<file path="src/rtl/dxf_pkg.sv">
package dxf_pkg;
  typedef enum logic [2:0] {
    FLT_NONE    = 3'd0,
    FLT_GENERAL = 3'd1,
    FLT_ACV     = 3'd2,
    FLT_MISS    = 3'd3,
    FLT_PT_MISS = 3'd4,
    FLT_MCHK    = 3'd5
  } fault_e;

  localparam int CZ_WR    = 0;
  localparam int CZ_ACV   = 1;
  localparam int CZ_FOR   = 2;
  localparam int CZ_FOW   = 3;
  localparam int CZ_MISS  = 4;
  localparam int CZ_BADVA = 5;
  localparam int CZ_W     = 6;

  localparam logic [1:0] MODE_KERNEL = 2'd0;

  localparam int EV_RD_HIT  = 0;
  localparam int EV_WR_HIT  = 1;
  localparam int EV_RD_MISS = 2;
  localparam int EV_WR_MISS = 3;
  localparam int EV_RD_ACV  = 4;
  localparam int EV_WR_ACV  = 5;
  localparam int EV_N       = 6;
endpackage

</file>
<file path="src/rtl/dxf_mode_sel.sv">
module dxf_mode_sel (
  input  logic [1:0] cur_mode,
  input  logic [1:0] alt_mode,
  input  logic       pc_priv,
  input  logic       use_alt,
  output logic [1:0] eff_mode
);
  import dxf_pkg::*;

  always_comb begin
    if (!pc_priv)     eff_mode = cur_mode;
    else if (use_alt) eff_mode = alt_mode;
    else              eff_mode = MODE_KERNEL;
  end
endmodule

</file>
<file path="src/rtl/dxf_classify.sv">
module dxf_classify #(
  parameter int VA_W     = 64,
  parameter int VA_IMPL  = 43,
  parameter int PA_W     = 44,
  parameter int PG_SHIFT = 13,
  parameter int PFN_W    = VA_W - PG_SHIFT
) (
  input  logic [VA_W-1:0]      vaddr,
  input  logic                 write,
  input  logic                 phys,
  input  logic                 ptacc,
  input  logic [1:0]           cur_mode,
  input  logic [1:0]           eff_mode,
  input  logic [1:0]           spage_en,
  input  logic                 tlb_hit,
  input  logic [PFN_W-1:0]     tlb_pfn,
  input  logic [3:0]           tlb_rd_en,
  input  logic [3:0]           tlb_wr_en,
  input  logic                 tlb_for,
  input  logic                 tlb_fow,
  output logic [VA_W-1:0]      paddr,
  output dxf_pkg::fault_e      fault,
  output logic [dxf_pkg::CZ_W-1:0] cause,
  output logic                 ev_hit,
  output logic                 ev_miss,
  output logic                 ev_acv
);
  import dxf_pkg::*;

  localparam int HI_W = VA_W - VA_IMPL + 1;
  localparam logic [VA_W-1:0] PA_MASK = {{(VA_W-PA_W){1'b0}}, {PA_W{1'b1}}};

  logic [HI_W-1:0] va_hi;
  logic            va_ok;
  logic            sp_map;
  logic [3:0]      mode_sel;
  logic            rd_ok;
  logic            wr_ok;
  logic            xl_ok;
  logic [VA_W-1:0] pa_raw;

  assign va_hi    = vaddr[VA_W-1:VA_IMPL-1];
  assign va_ok    = (&va_hi) | ~(|va_hi);
  assign sp_map   = spage_en[1] && (vaddr[VA_IMPL-1:VA_IMPL-2] == 2'b10);
  assign mode_sel = 4'b0001 << eff_mode;
  assign rd_ok    = |(tlb_rd_en & mode_sel);
  assign wr_ok    = |(tlb_wr_en & mode_sel);

  always_comb begin
    pa_raw = vaddr;
    fault  = FLT_NONE;
    cause  = '0;
    xl_ok  = 1'b0;
    if (phys) begin
      xl_ok = 1'b1;
    end else if (!va_ok) begin
      cause[CZ_WR]    = write;
      cause[CZ_ACV]   = 1'b1;
      cause[CZ_BADVA] = 1'b1;
      fault           = FLT_GENERAL;
    end else if (sp_map) begin
      pa_raw = vaddr & PA_MASK;
      if (cur_mode != MODE_KERNEL) begin
        cause[CZ_WR]  = write;
        cause[CZ_ACV] = 1'b1;
        fault         = FLT_ACV;
      end else begin
        xl_ok = 1'b1;
      end
    end else if (!tlb_hit) begin
      cause[CZ_WR]   = write;
      cause[CZ_MISS] = 1'b1;
      fault          = ptacc ? FLT_PT_MISS : FLT_MISS;
    end else begin
      pa_raw = {tlb_pfn, vaddr[PG_SHIFT-1:0]};
      if (write) begin
        cause[CZ_WR] = 1'b1;
        if (!wr_ok) begin
          cause[CZ_ACV] = 1'b1;
          cause[CZ_FOW] = tlb_fow;
          fault         = FLT_GENERAL;
        end else if (tlb_fow) begin
          cause[CZ_FOW] = 1'b1;
          fault         = FLT_GENERAL;
        end else begin
          cause[CZ_WR] = 1'b0;
          xl_ok        = 1'b1;
        end
      end else begin
        if (!rd_ok) begin
          cause[CZ_ACV] = 1'b1;
          cause[CZ_FOR] = tlb_for;
          fault         = FLT_ACV;
        end else if (tlb_for) begin
          cause[CZ_FOR] = 1'b1;
          fault         = FLT_GENERAL;
        end else begin
          xl_ok = 1'b1;
        end
      end
    end
    if (xl_ok && (|pa_raw[VA_W-1:PA_W])) fault = FLT_MCHK;
  end

  assign paddr   = pa_raw;
  assign ev_hit  = xl_ok;
  assign ev_miss = (fault == FLT_MISS) || (fault == FLT_PT_MISS);
  assign ev_acv  = (fault == FLT_GENERAL) || (fault == FLT_ACV);
endmodule

</file>
<file path="src/rtl/dxf_fault_rec.sv">
module dxf_fault_rec #(
  parameter int VA_W     = 64,
  parameter int VA_IMPL  = 43,
  parameter int PG_SHIFT = 13,
  parameter int STAT_W   = 17
) (
  input  logic                     clk,
  input  logic                     rst_n,
  input  logic                     capture,
  input  logic [VA_W-1:0]          vaddr,
  input  logic [5:0]               opcode,
  input  logic [4:0]               ra,
  input  logic [dxf_pkg::CZ_W-1:0] cause,
  input  logic [VA_W-1:0]          ptbase,
  input  logic                     fa_read,
  output logic [VA_W-1:0]          fa_addr,
  output logic [STAT_W-1:0]        fa_stat,
  output logic [VA_W-1:0]          fa_form,
  output logic                     fa_locked
);
  localparam int VPN_W = VA_IMPL - PG_SHIFT;

  logic [VA_W-1:0] vpn_ext;
  logic            take;

  assign vpn_ext = {{(VA_W-VPN_W){1'b0}}, vaddr[VA_IMPL-1:PG_SHIFT]};
  assign take    = capture && !fa_locked;

  always_ff @(posedge clk) begin
    if (!rst_n) begin
      fa_addr   <= '0;
      fa_stat   <= '0;
      fa_form   <= '0;
      fa_locked <= 1'b0;
    end else if (take) begin
      fa_addr   <= vaddr;
      fa_stat   <= {opcode, ra, cause};
      fa_form   <= ptbase | (vpn_ext << 3);
      fa_locked <= 1'b1;
    end else if (fa_read) begin
      fa_locked <= 1'b0;
    end
  end

  AST_LOCK_FREEZE: assert property (@(posedge clk) disable iff (!rst_n)
    (fa_locked && !fa_read) |=> (fa_locked && $stable(fa_addr) && $stable(fa_stat) && $stable(fa_form)))
    else $error("locked record changed");
  AST_LOCK_RELEASE: assert property (@(posedge clk) disable iff (!rst_n)
    (fa_locked && fa_read) |=> !fa_locked)
    else $error("lock not released");
  AST_STAT_OPCODE: assert property (@(posedge clk) disable iff (!rst_n)
    (capture && !fa_locked) |=> (fa_stat[STAT_W-1:STAT_W-6] == $past(opcode)))
    else $error("status opcode field wrong");
endmodule

</file>
<file path="src/rtl/dxf_counters.sv">
module dxf_counters #(
  parameter int CNT_W = 32,
  parameter int N     = 6
) (
  input  logic                      clk,
  input  logic                      rst_n,
  input  logic [N-1:0]              inc,
  output logic [N-1:0][CNT_W-1:0]   cnt
);
  localparam logic [CNT_W-1:0] MAXV = {CNT_W{1'b1}};

  for (genvar g = 0; g < N; g++) begin : g_cnt
    always_ff @(posedge clk) begin
      if (!rst_n)                          cnt[g] <= '0;
      else if (inc[g] && (cnt[g] != MAXV)) cnt[g] <= cnt[g] + 1'b1;
    end

    AST_CNT_SAT: assert property (@(posedge clk) disable iff (!rst_n)
      (cnt[g] == MAXV) |=> (cnt[g] == MAXV))
      else $error("counter left saturation");
  end
endmodule

</file>
<file path="src/rtl/dxlate_fault_unit.sv">
module dxlate_fault_unit #(
  parameter int VA_W     = 64,
  parameter int VA_IMPL  = 43,
  parameter int PA_W     = 44,
  parameter int PG_SHIFT = 13,
  parameter int PFN_W    = 51,
  parameter int CNT_W    = 32
) (
  input  logic               clk,
  input  logic               rst_n,
  input  logic               req_valid,
  output logic               req_ready,
  input  logic [VA_W-1:0]    req_vaddr,
  input  logic               req_write,
  input  logic               req_phys,
  input  logic               req_alt,
  input  logic               req_ptacc,
  input  logic               req_misspec,
  input  logic               req_pc_priv,
  input  logic [5:0]         req_opcode,
  input  logic [4:0]         req_ra,
  input  logic               tlb_hit,
  input  logic [PFN_W-1:0]   tlb_pfn,
  input  logic [3:0]         tlb_rd_en,
  input  logic [3:0]         tlb_wr_en,
  input  logic               tlb_for,
  input  logic               tlb_fow,
  input  logic [1:0]         cur_mode,
  input  logic [1:0]         alt_mode,
  input  logic [1:0]         spage_en,
  input  logic [VA_W-1:0]    ptbase,
  output logic               rsp_valid,
  input  logic               rsp_ready,
  output logic [VA_W-1:0]    rsp_paddr,
  output logic [2:0]         rsp_fault,
  input  logic               fa_read,
  output logic [VA_W-1:0]    fa_addr,
  output logic [16:0]        fa_stat,
  output logic [VA_W-1:0]    fa_form,
  output logic               fa_locked,
  output logic [CNT_W-1:0]   cnt_rd_hit,
  output logic [CNT_W-1:0]   cnt_wr_hit,
  output logic [CNT_W-1:0]   cnt_rd_miss,
  output logic [CNT_W-1:0]   cnt_wr_miss,
  output logic [CNT_W-1:0]   cnt_rd_acv,
  output logic [CNT_W-1:0]   cnt_wr_acv
);
  import dxf_pkg::*;

  logic [1:0]              eff_mode;
  logic [VA_W-1:0]         cls_paddr;
  fault_e                  cls_fault;
  logic [CZ_W-1:0]         cls_cause;
  logic                    ev_hit, ev_miss, ev_acv;
  logic                    accept;
  logic                    rec_fault;
  logic [EV_N-1:0]         ev_inc;
  logic [EV_N-1:0][CNT_W-1:0] cnt_all;

  assign req_ready = !rsp_valid || rsp_ready;
  assign accept    = req_valid && req_ready;

  dxf_mode_sel u_mode (
    .cur_mode (cur_mode),
    .alt_mode (alt_mode),
    .pc_priv  (req_pc_priv),
    .use_alt  (req_alt),
    .eff_mode (eff_mode)
  );

  dxf_classify #(
    .VA_W(VA_W), .VA_IMPL(VA_IMPL), .PA_W(PA_W), .PG_SHIFT(PG_SHIFT), .PFN_W(PFN_W)
  ) u_cls (
    .vaddr     (req_vaddr),
    .write     (req_write),
    .phys      (req_phys),
    .ptacc     (req_ptacc),
    .cur_mode  (cur_mode),
    .eff_mode  (eff_mode),
    .spage_en  (spage_en),
    .tlb_hit   (tlb_hit),
    .tlb_pfn   (tlb_pfn),
    .tlb_rd_en (tlb_rd_en),
    .tlb_wr_en (tlb_wr_en),
    .tlb_for   (tlb_for),
    .tlb_fow   (tlb_fow),
    .paddr     (cls_paddr),
    .fault     (cls_fault),
    .cause     (cls_cause),
    .ev_hit    (ev_hit),
    .ev_miss   (ev_miss),
    .ev_acv    (ev_acv)
  );

  assign rec_fault = (cls_fault != FLT_NONE) && (cls_fault != FLT_MCHK);

  dxf_fault_rec #(
    .VA_W(VA_W), .VA_IMPL(VA_IMPL), .PG_SHIFT(PG_SHIFT), .STAT_W(17)
  ) u_rec (
    .clk       (clk),
    .rst_n     (rst_n),
    .capture   (accept && rec_fault && !req_misspec),
    .vaddr     (req_vaddr),
    .opcode    (req_opcode),
    .ra        (req_ra),
    .cause     (cls_cause),
    .ptbase    (ptbase),
    .fa_read   (fa_read),
    .fa_addr   (fa_addr),
    .fa_stat   (fa_stat),
    .fa_form   (fa_form),
    .fa_locked (fa_locked)
  );

  always_comb begin
    ev_inc             = '0;
    ev_inc[EV_RD_HIT]  = accept && ev_hit  && !req_write;
    ev_inc[EV_WR_HIT]  = accept && ev_hit  &&  req_write;
    ev_inc[EV_RD_MISS] = accept && ev_miss && !req_write;
    ev_inc[EV_WR_MISS] = accept && ev_miss &&  req_write;
    ev_inc[EV_RD_ACV]  = accept && ev_acv  && !req_write;
    ev_inc[EV_WR_ACV]  = accept && ev_acv  &&  req_write;
  end

  dxf_counters #(.CNT_W(CNT_W), .N(EV_N)) u_cnt (
    .clk   (clk),
    .rst_n (rst_n),
    .inc   (ev_inc),
    .cnt   (cnt_all)
  );

  assign cnt_rd_hit  = cnt_all[EV_RD_HIT];
  assign cnt_wr_hit  = cnt_all[EV_WR_HIT];
  assign cnt_rd_miss = cnt_all[EV_RD_MISS];
  assign cnt_wr_miss = cnt_all[EV_WR_MISS];
  assign cnt_rd_acv  = cnt_all[EV_RD_ACV];
  assign cnt_wr_acv  = cnt_all[EV_WR_ACV];

  always_ff @(posedge clk) begin
    if (!rst_n) begin
      rsp_valid <= 1'b0;
      rsp_paddr <= '0;
      rsp_fault <= FLT_NONE;
    end else if (accept) begin
      rsp_valid <= 1'b1;
      rsp_paddr <= cls_paddr;
      rsp_fault <= cls_fault;
    end else if (rsp_ready) begin
      rsp_valid <= 1'b0;
    end
  end

  AST_RSP_HOLD: assert property (@(posedge clk) disable iff (!rst_n)
    (rsp_valid && !rsp_ready) |=> (rsp_valid && $stable(rsp_paddr) && $stable(rsp_fault)))
    else $error("held result changed");
  AST_ACCEPT_RESP: assert property (@(posedge clk) disable iff (!rst_n)
    (req_valid && req_ready) |=> rsp_valid)
    else $error("accepted request produced no result");
  AST_PT_MISS_FLAG: assert property (@(posedge clk) disable iff (!rst_n)
    (accept && (cls_fault == FLT_PT_MISS)) |-> (req_ptacc && !tlb_hit))
    else $error("page-table miss without page-table access");
  AST_MCHK_NO_REC: assert property (@(posedge clk) disable iff (!rst_n)
    (accept && (cls_fault == FLT_MCHK) && !fa_locked && !fa_read) |=> !fa_locked)
    else $error("machine check recorded");
endmodule

</file>
<file path="config.mk">
export PLATFORM = sky130hd
export DESIGN_NAME = dxlate_fault_unit
export DESIGN_NICKNAME = d
export VERILOG_FILES = /design/src/rtl/dxf_pkg.sv /design/src/rtl/dxf_mode_sel.sv /design/src/rtl/dxf_classify.sv /design/src/rtl/dxf_fault_rec.sv /design/src/rtl/dxf_counters.sv /design/src/rtl/dxlate_fault_unit.sv
export SDC_FILE = /design/constraint.sdc
export NUM_CORES = 1
export LEC_CHECK = 0
export BUFFER_PORTS_ARGS = -buffer_cell sky130_fd_sc_hd__buf_2
export CAP_MARGIN = 20
export CORE_AREA = 3 3 245 247
export CTS_CLUSTER_DIAMETER = 120
export DETAILED_ROUTE_END_ITERATION = 12
export DIE_AREA = 0 0 248 250
export GPL_TIMING_DRIVEN = 1
export PLACE_DENSITY = 0.55
export RECOVER_POWER = 50
export SYNTH_ARGS = -nofsm -noshare
export SYNTH_HDL_FRONTEND = slang
export SYNTH_SLANG_ARGS = --single-unit
</file>
<file path="constraint.sdc">
create_clock -name clk -period 3 [get_ports clk]
set_clock_uncertainty 0.2 [all_clocks]
set_input_delay 0.15 -clock clk [delete_from_list [all_inputs] [get_ports clk]]
set_output_delay 0.15 -clock clk [all_outputs]
set_load 0.01 [all_outputs]
</file>
Word-level counts from Yosys, hierarchy flattened
Cells that the tools add are included.

Add/sub/neg operators: 6. Equality and inequality tests: 12. Shifts and indexed selects: 1. Multiplexer cells: 53. Bitwise logic cells: 5. Reduce and logical (&&, ||, !) cells: 38.

Operator list (count): two-way mux 64 bit (4); adder 32 x 1 -> 32 bit (second input constant) (6); != test 32 bit (second input constant) (6); bitwise OR 64 x 33 -> 64 bit (1); two-way mux 3 bit (12); two-way mux 1 bit (30); logical AND 1 bit (22); AND reduction 22 bit (1); OR reduction 22 bit (1); OR reduction 20 bit (1); two-way mux 2 bit (6); bitwise AND 4 bit (2); OR reduction 4 bit (2); equality test 3 x 2 -> 1 bit (second input constant) (2); two-way mux 6 bit (1); nonzero test 2 bit (3); zero test 1 bit (4); left shift 1 x 2 -> 4 bit (first input constant) (1); equality test 3 x 1 -> 1 bit (second input constant) (1); equality test 3 bit (second input constant) (1); logical OR 1 bit (3); != test 3 bit (second input constant) (1); nonzero test 3 bit (1); equality test 2 bit (second input constant) (1); other kinds (2) (2).

Flip-flop bits (word level): 406. Bits of input ports: 218. Output and inout bits: 407. Logic and storage cells: 128.

Depth between registers and ports, before layout
Depth after elaboration: 19. Mapped depth: 12.

Cells and area by module
From an unflattened synthesis, not the netlist that was laid out.

Cell total of the unflattened synthesis: 2243. Area, all modules: 19060.8 um^2.

By module, submodules not included: dxf_counters (times used 1, cells each 1129, area an instance 9467.8 um^2, seq. area each 3843.7 um^2); dxf_fault_rec (times used 1, cells each 633, area an instance 5445.2 um^2, seq. area each 2922.8 um^2); dxlate_fault_unit (times used 1, cells each 306, area an instance 2852.7 um^2, seq. area each 1361.3 um^2); dxf_classify (times used 1, cells each 169, area an instance 1267.5 um^2, seq. area each 0.0 um^2); dxf_mode_sel (times used 1, cells each 6, area an instance 27.5 um^2, seq. area each 0.0 um^2).

Worst setup path before layout
OpenSTA, ideal clock, no wires.

Path kind: input port to flip-flop. From: input req_vaddr[48]. To: register u_cnt.cnt[122] in the netlist's numbering. Data arrival time: 2.600 ns. Required time: 2.672 ns. Slack: 0.073 ns. Cell stages on the path: 11. Path through: or4_1 > nor3_1 > a32oi_1 > or4_1 > clkbuf_1 > or3_1 > clkbuf_1 > buf_2 > nor3_2 > xnor2_1 > nor2_1.

Cells in the longest elaborated chain, start to end: 13. Elaborated cells between the ends (all ways): 21.

Ends and longest elaborated chain: start: declaration (line dxlate_fault_unit.sv:13) `input logic [VA_W-1:0] req_vaddr,`; OR reduction 22 bit (line dxf_classify.sv:43) `assign va_ok = (&va_hi) | ~(|va_hi);`; inverter 1 bit (line dxf_classify.sv:43); bitwise OR 1 bit (line dxf_classify.sv:43); two-way mux 64 bit (line dxf_classify.sv:56) `end else if (!va_ok) begin`; two-way mux 64 bit (line dxf_classify.sv:54) `if (phys) begin`; OR reduction 20 bit (line dxf_classify.sv:102) `if (xl_ok && (|pa_raw[VA_W-1:PA_W])) fault = FLT_MCHK;`; logical AND 1 bit (line dxf_classify.sv:102); two-way mux 3 bit (*) (line dxf_classify.sv:102); equality test 3 x 2 -> 1 bit or equality test 3 bit (tied branches) (line dxf_classify.sv:107) `assign ev_miss = (fault == FLT_MISS) || (fault == FLT_PT_MISS);`; logical OR 1 bit (*) (line dxf_classify.sv:107); logical AND 1 bit (*) (2 in series) (line dxlate_fault_unit.sv:120) `ev_inc[EV_WR_MISS] = accept && ev_miss && req_write;`; logical AND 1 bit (*) (line dxf_counters.sv:15) `else if (inc[g] && (cnt[g] != MAXV)) cnt[g] <= cnt[g] + 1'b1;`; end signal: indexed assignment (line dxf_counters.sv:14) `if (!rst_n) cnt[g] <= '0;`; end: declaration (line dxf_counters.sv:8) `output logic [N-1:0][CNT_W-1:0] cnt`.

Every way passes the cells marked *; elsewhere a longest branch is shown, timed or not. A chain may end at the register's enable or synchronous reset.

Worst setup path in the final report
From: input req_vaddr[41]. To: register u_cnt.cnt[150] in the netlist's numbering.

Cells in the longest elaborated chain, start to end: 13. Elaborated cells between the ends (all ways): 20.

Ends and longest elaborated chain: equality test 2 bit (*) (line dxf_classify.sv:44) `assign sp_map = spage_en[1] && (vaddr[VA_IMPL-1:VA_IMPL-2] == 2'b10);`; logical AND 1 bit (*) (line dxf_classify.sv:44); two-way mux 64 bit (line dxf_classify.sv:61) `end else if (sp_map) begin`; two-way mux 64 bit (line dxf_classify.sv:56); two-way mux 64 bit (line dxf_classify.sv:54); OR reduction 20 bit (line dxf_classify.sv:102); logical AND 1 bit (line dxf_classify.sv:102); two-way mux 3 bit (*) (line dxf_classify.sv:102); equality test 3 x 1 -> 1 bit or equality test 3 x 2 -> 1 bit (tied branches) (line dxf_classify.sv:108) `assign ev_acv = (fault == FLT_GENERAL) || (fault == FLT_ACV);`; logical OR 1 bit (*) (line dxf_classify.sv:108); logical AND 1 bit (*) (2 in series) (line dxlate_fault_unit.sv:121) `ev_inc[EV_RD_ACV] = accept && ev_acv && !req_write;`; logical AND 1 bit (*) (line dxf_counters.sv:15).

Marks and branches as above.

==> flow_summary_export.csv <==
group,metric,value,unit
logic_synthesis,syn-num-nets,2350,
clock_tree,numCtsBuffers,47,
clock_tree,cts.clk_slew.worst_paths,0.06,ns
clock_tree,clk_path_buf_depth,3,
logic_synthesis,ys_types,58,
worst_setup_path,cp.arrival,3.16,ns
clock_tree,clk_latency,0.59,ns
layout,nets,3255,
worst_setup_path,critPathLaunchType,"primary input",
layout,final_util,44.0,%
clock_tree,cts_tree,"built",
power,vdd_drop_max,0.000366,V
global_routing,grt_pass1_wl,111,mm
logic_synthesis,ys_seq_elements,406,
layout,seq_area,0.00813,sq mm
layout,area_growth,47.5,%
floorplanning,io_pins,625,
placed_design,dp_worst_setup_slack,-0.564,ns
worst_setup_path,critPathRequiredTime,3.30,ns
global_routing,grt.total_usage,23.0,%
drt,wire_per_inst,19.5,um
floorplanning,num_rows,88,
timing,final_hold_viol_count,0,
power,power_leakage,9.42,nW
timing,worst_slack,0.137,ns
global_routing,overflow,0,
clock_tree,root_buffer,"clkbuf_16",
min_path,hp-class,"primary input to flop",
layout,fin_area,0.0255,sq mm
placed_design,place_area,0.0224,sq mm
drt,wirelength,75.1,mm
floorplanning,die_w,248,um
drt,firstDrtPassIters,5,
clock_tree,htree_levels,2,
layout,n_fill_cell,5926,
timing,worst_slew_pin_slew,1.04,ns
timing,fin_crit_sh,95.4,%
worst_setup_path,crit_path_end_kind,"flop",
floorplanning,fp.dieH,250,um
logic_synthesis,ys_seq_area_share,47.1,%
drt,antenna_left,0,
logic_synthesis,synth_edf_count,0,
global_routing,grt_max_degree,86,
clock_tree,cts_setup_buffers,0,
drt,drt_iter0_markers,1080,
placed_design,gp_congestion,0.925,
placed_design,place_hpwl,56.0,mm
timing,finalSetupViolCount,0,
logic_synthesis,syn_area,0.0173,sq mm
timing,period_needed,2.86,ns
timing,slew_headroom,30.7,%
global_routing,antenna_found_initial,28,
worst_setup_path,path_max_fanout,27,
floorplanning,die_area,0.0620,sq mm
timing,max_freq,349,MHz
layout,drive_gt1_share,16.2,%
worst_setup_path,worstSetupPathType,"primary input to flop",
logic_synthesis,avgSynthCellArea,8.12,sq um
run,drv_cap,0,
power,p_per_area,498,mW/mm^2
timing,slew_viol_final,0,
layout,multiInputGateArea,0.00863,sq mm
clock_tree,clock-sinks,406,
logic_synthesis,ys.flop_type,"dfxtp_1",
logic_synthesis,yosys_warnings,0,
logic_synthesis,async_reset_ff_share,0,%
floorplanning,core_area,0.0578,sq mm
global_routing,grt_pass1_vias,18300,
drt,route.detailed.drc,0,
logic_synthesis,synth_cells,2126,
placed_design,port_buffers,623,
drt,dr_total_vias,18700,
drt,viasPerCell,4.86,
floorplanning,initial_core_util,29.8,%
status,status,"completed",
## synth_stat cells, types with 3 or more instances
| library cell | count | area [sq um] |
|---|---|---|
| nor2_1 | 246 | 923 |
| ha_1 | 6 | 75.1 |
| nor2b_1 | 3 | 18.8 |
| clkbuf_1 | 117 | 439 |
| nor3_1 | 99 | 495 |
| or2_2 | 5 | 31.3 |
| nand2_1 | 340 | 1280 |
| nor3_2 | 4 | 40.0 |
| inv_1 | 27 | 101 |
| o22ai_1 | 16 | 100 |
| and3_1 | 40 | 250 |
| nand4_1 | 53 | 332 |
| a22oi_1 | 4 | 30.0 |
| and4_1 | 23 | 201 |
| o31ai_1 | 3 | 22.5 |
| dfxtp_1 | 406 | 8130 |
| xor2_1 | 66 | 578 |
| buf_2 | 7 | 35.0 |
| o21ai_0 | 54 | 270 |
| nor4_1 | 14 | 87.6 |
| xnor2_1 | 63 | 552 |
| nand2b_1 | 14 | 87.6 |
| and2_1 | 29 | 181 |
| a211oi_1 | 34 | 255 |
| nand3_1 | 89 | 445 |
| mux2i_1 | 46 | 460 |
| a31oi_1 | 6 | 37.5 |
| o21a_1 | 18 | 135 |
| buf_1 | 7 | 26.3 |
| a21oi_1 | 197 | 986 |
| or4_1 | 14 | 105 |
| or3_1 | 43 | 269 |
## repair_timing
item / CTS / global route
pin swaps: 0 / 2
gates resized for setup: 1 / 12
endpoints found under the hold margin: 276 / 0
setup endpoints to repair: 7 / 29
hold buffers: 197 / 0
## cells in the final DEF, fill, tap and decap left out, types with 6 or more instances in the layout
cell	n
clkinv_2	7
o21ai_0	53
clkbuf_8	10
buf_2	229
xor2_1	65
clkbuf_1	414
nand2b_1	14
and4_1	22
a21oi_1	197
nor4_1	13
a211oi_1	33
nor3_1	98
o21a_1	18
ha_1	6
nor2_1	245
xnor2_1	63
dlygate4sd3_1	197
clkbuf_16	47
nand2_1	339
buf_4	142
buf_12	17
mux2i_1	46
dfxtp_1	406
or4_1	11
diode_2	17
o22ai_1	16
and3_1	40
inv_1	27
and2_1	28
nand3_1	89
or3_1	43
nand4_1	53
## stage by stage
| step | setup TNS [ns] | power [mW] | std cells | hold WS (ns) |
|---|---|---|---|---|
| detailed placement | -106.24 | 6.87 | 3549 | 0.195 |
| global placement | -97.78 | 6.86 | 3549 | 0.190 |
| finish | 0 | 12.7 | 3852 | 0.0419 |
| global route | -0.00695 | 13.2 | 3849 | 0.0729 |
| floorplan | 0 | 6.20 | 2126 | 0.0795 |
| CTS | 0 | 12.9 | 3834 | 0.00365 |
## critical path, cell delays in order
cell and delay (ns):
dlygate4sd3_1 0.53, buf_2 0.19, buf_4 0.16, nor2_1 0.22, a211oi_2 0.08, nor3b_1 0.16
a221o_1 0.38, xor2_4 0.19, buf_4 0.24, buf_4 0.19, or4_1 0.50, a21oi_1 0.15
## logic make-up after synthesis
family / Yosys count / share of synthesized area (%)
simple gates: 1025 / 27.9
flops: 406 / 47.1
compound gates: 354 / 11.8
buf+inv: 160 / 3.53
xor+xnor: 129 / 6.55
mux: 46 / 2.67
fa+ha+maj: 6 / 0.435
## per-layer routing
metal	track usage, %	vias to the layer above	part of all wire, %
met2	39.3	595	48
met3	6.53	167	7.9
li1	-	9153	-
met5	0	-	0.11
met1	27.0	8783	40
met4	9.22	12	4.0
## power by group
group / leakage, nW / internal, mW / switching (mW)
logic: 5.39 / 0.585 / 0.746
clock network: 0.738 / 3.33 / 2.41
registers: 3.29 / 5.53 / 0.0785
## cell type report
type,instances,area share (%)
clock inverter,17,0.624
multi-input combinational,1560,33.9
clock buffer,71,5.37
timing repair buffer,987,23.8
inverter,29,0.457
antenna,17,0.167
sequential,406,31.9
tap,765,3.76
## state kept, by name, summed over array words and instances, names as in the netlist
signal,cells
u_rec.fa_locked,1
rsp_paddr,64
u_cnt.cnt,192
rsp_valid,1
u_rec.fa_stat,17
u_rec.fa_form,64
u_rec.fa_addr,64
rsp_fault,3
## final timing paths
path / startpoint / end / slack [ns] / cells after the start
worst max-delay path: req_vaddr[41] / u_cnt.cnt[150] / 0.14 / 12
worst min-delay path: tlb_pfn[44] / rsp_paddr[57] / 0.04 / 7
worst max register to register: u_cnt.cnt[107] / u_cnt.cnt[100] / 0.16 / 9
worst min register to register: u_rec.fa_stat[2] / u_rec.fa_stat[2] / 0.25 / 2
Note: power is estimated with default switching activity, not from simulation.
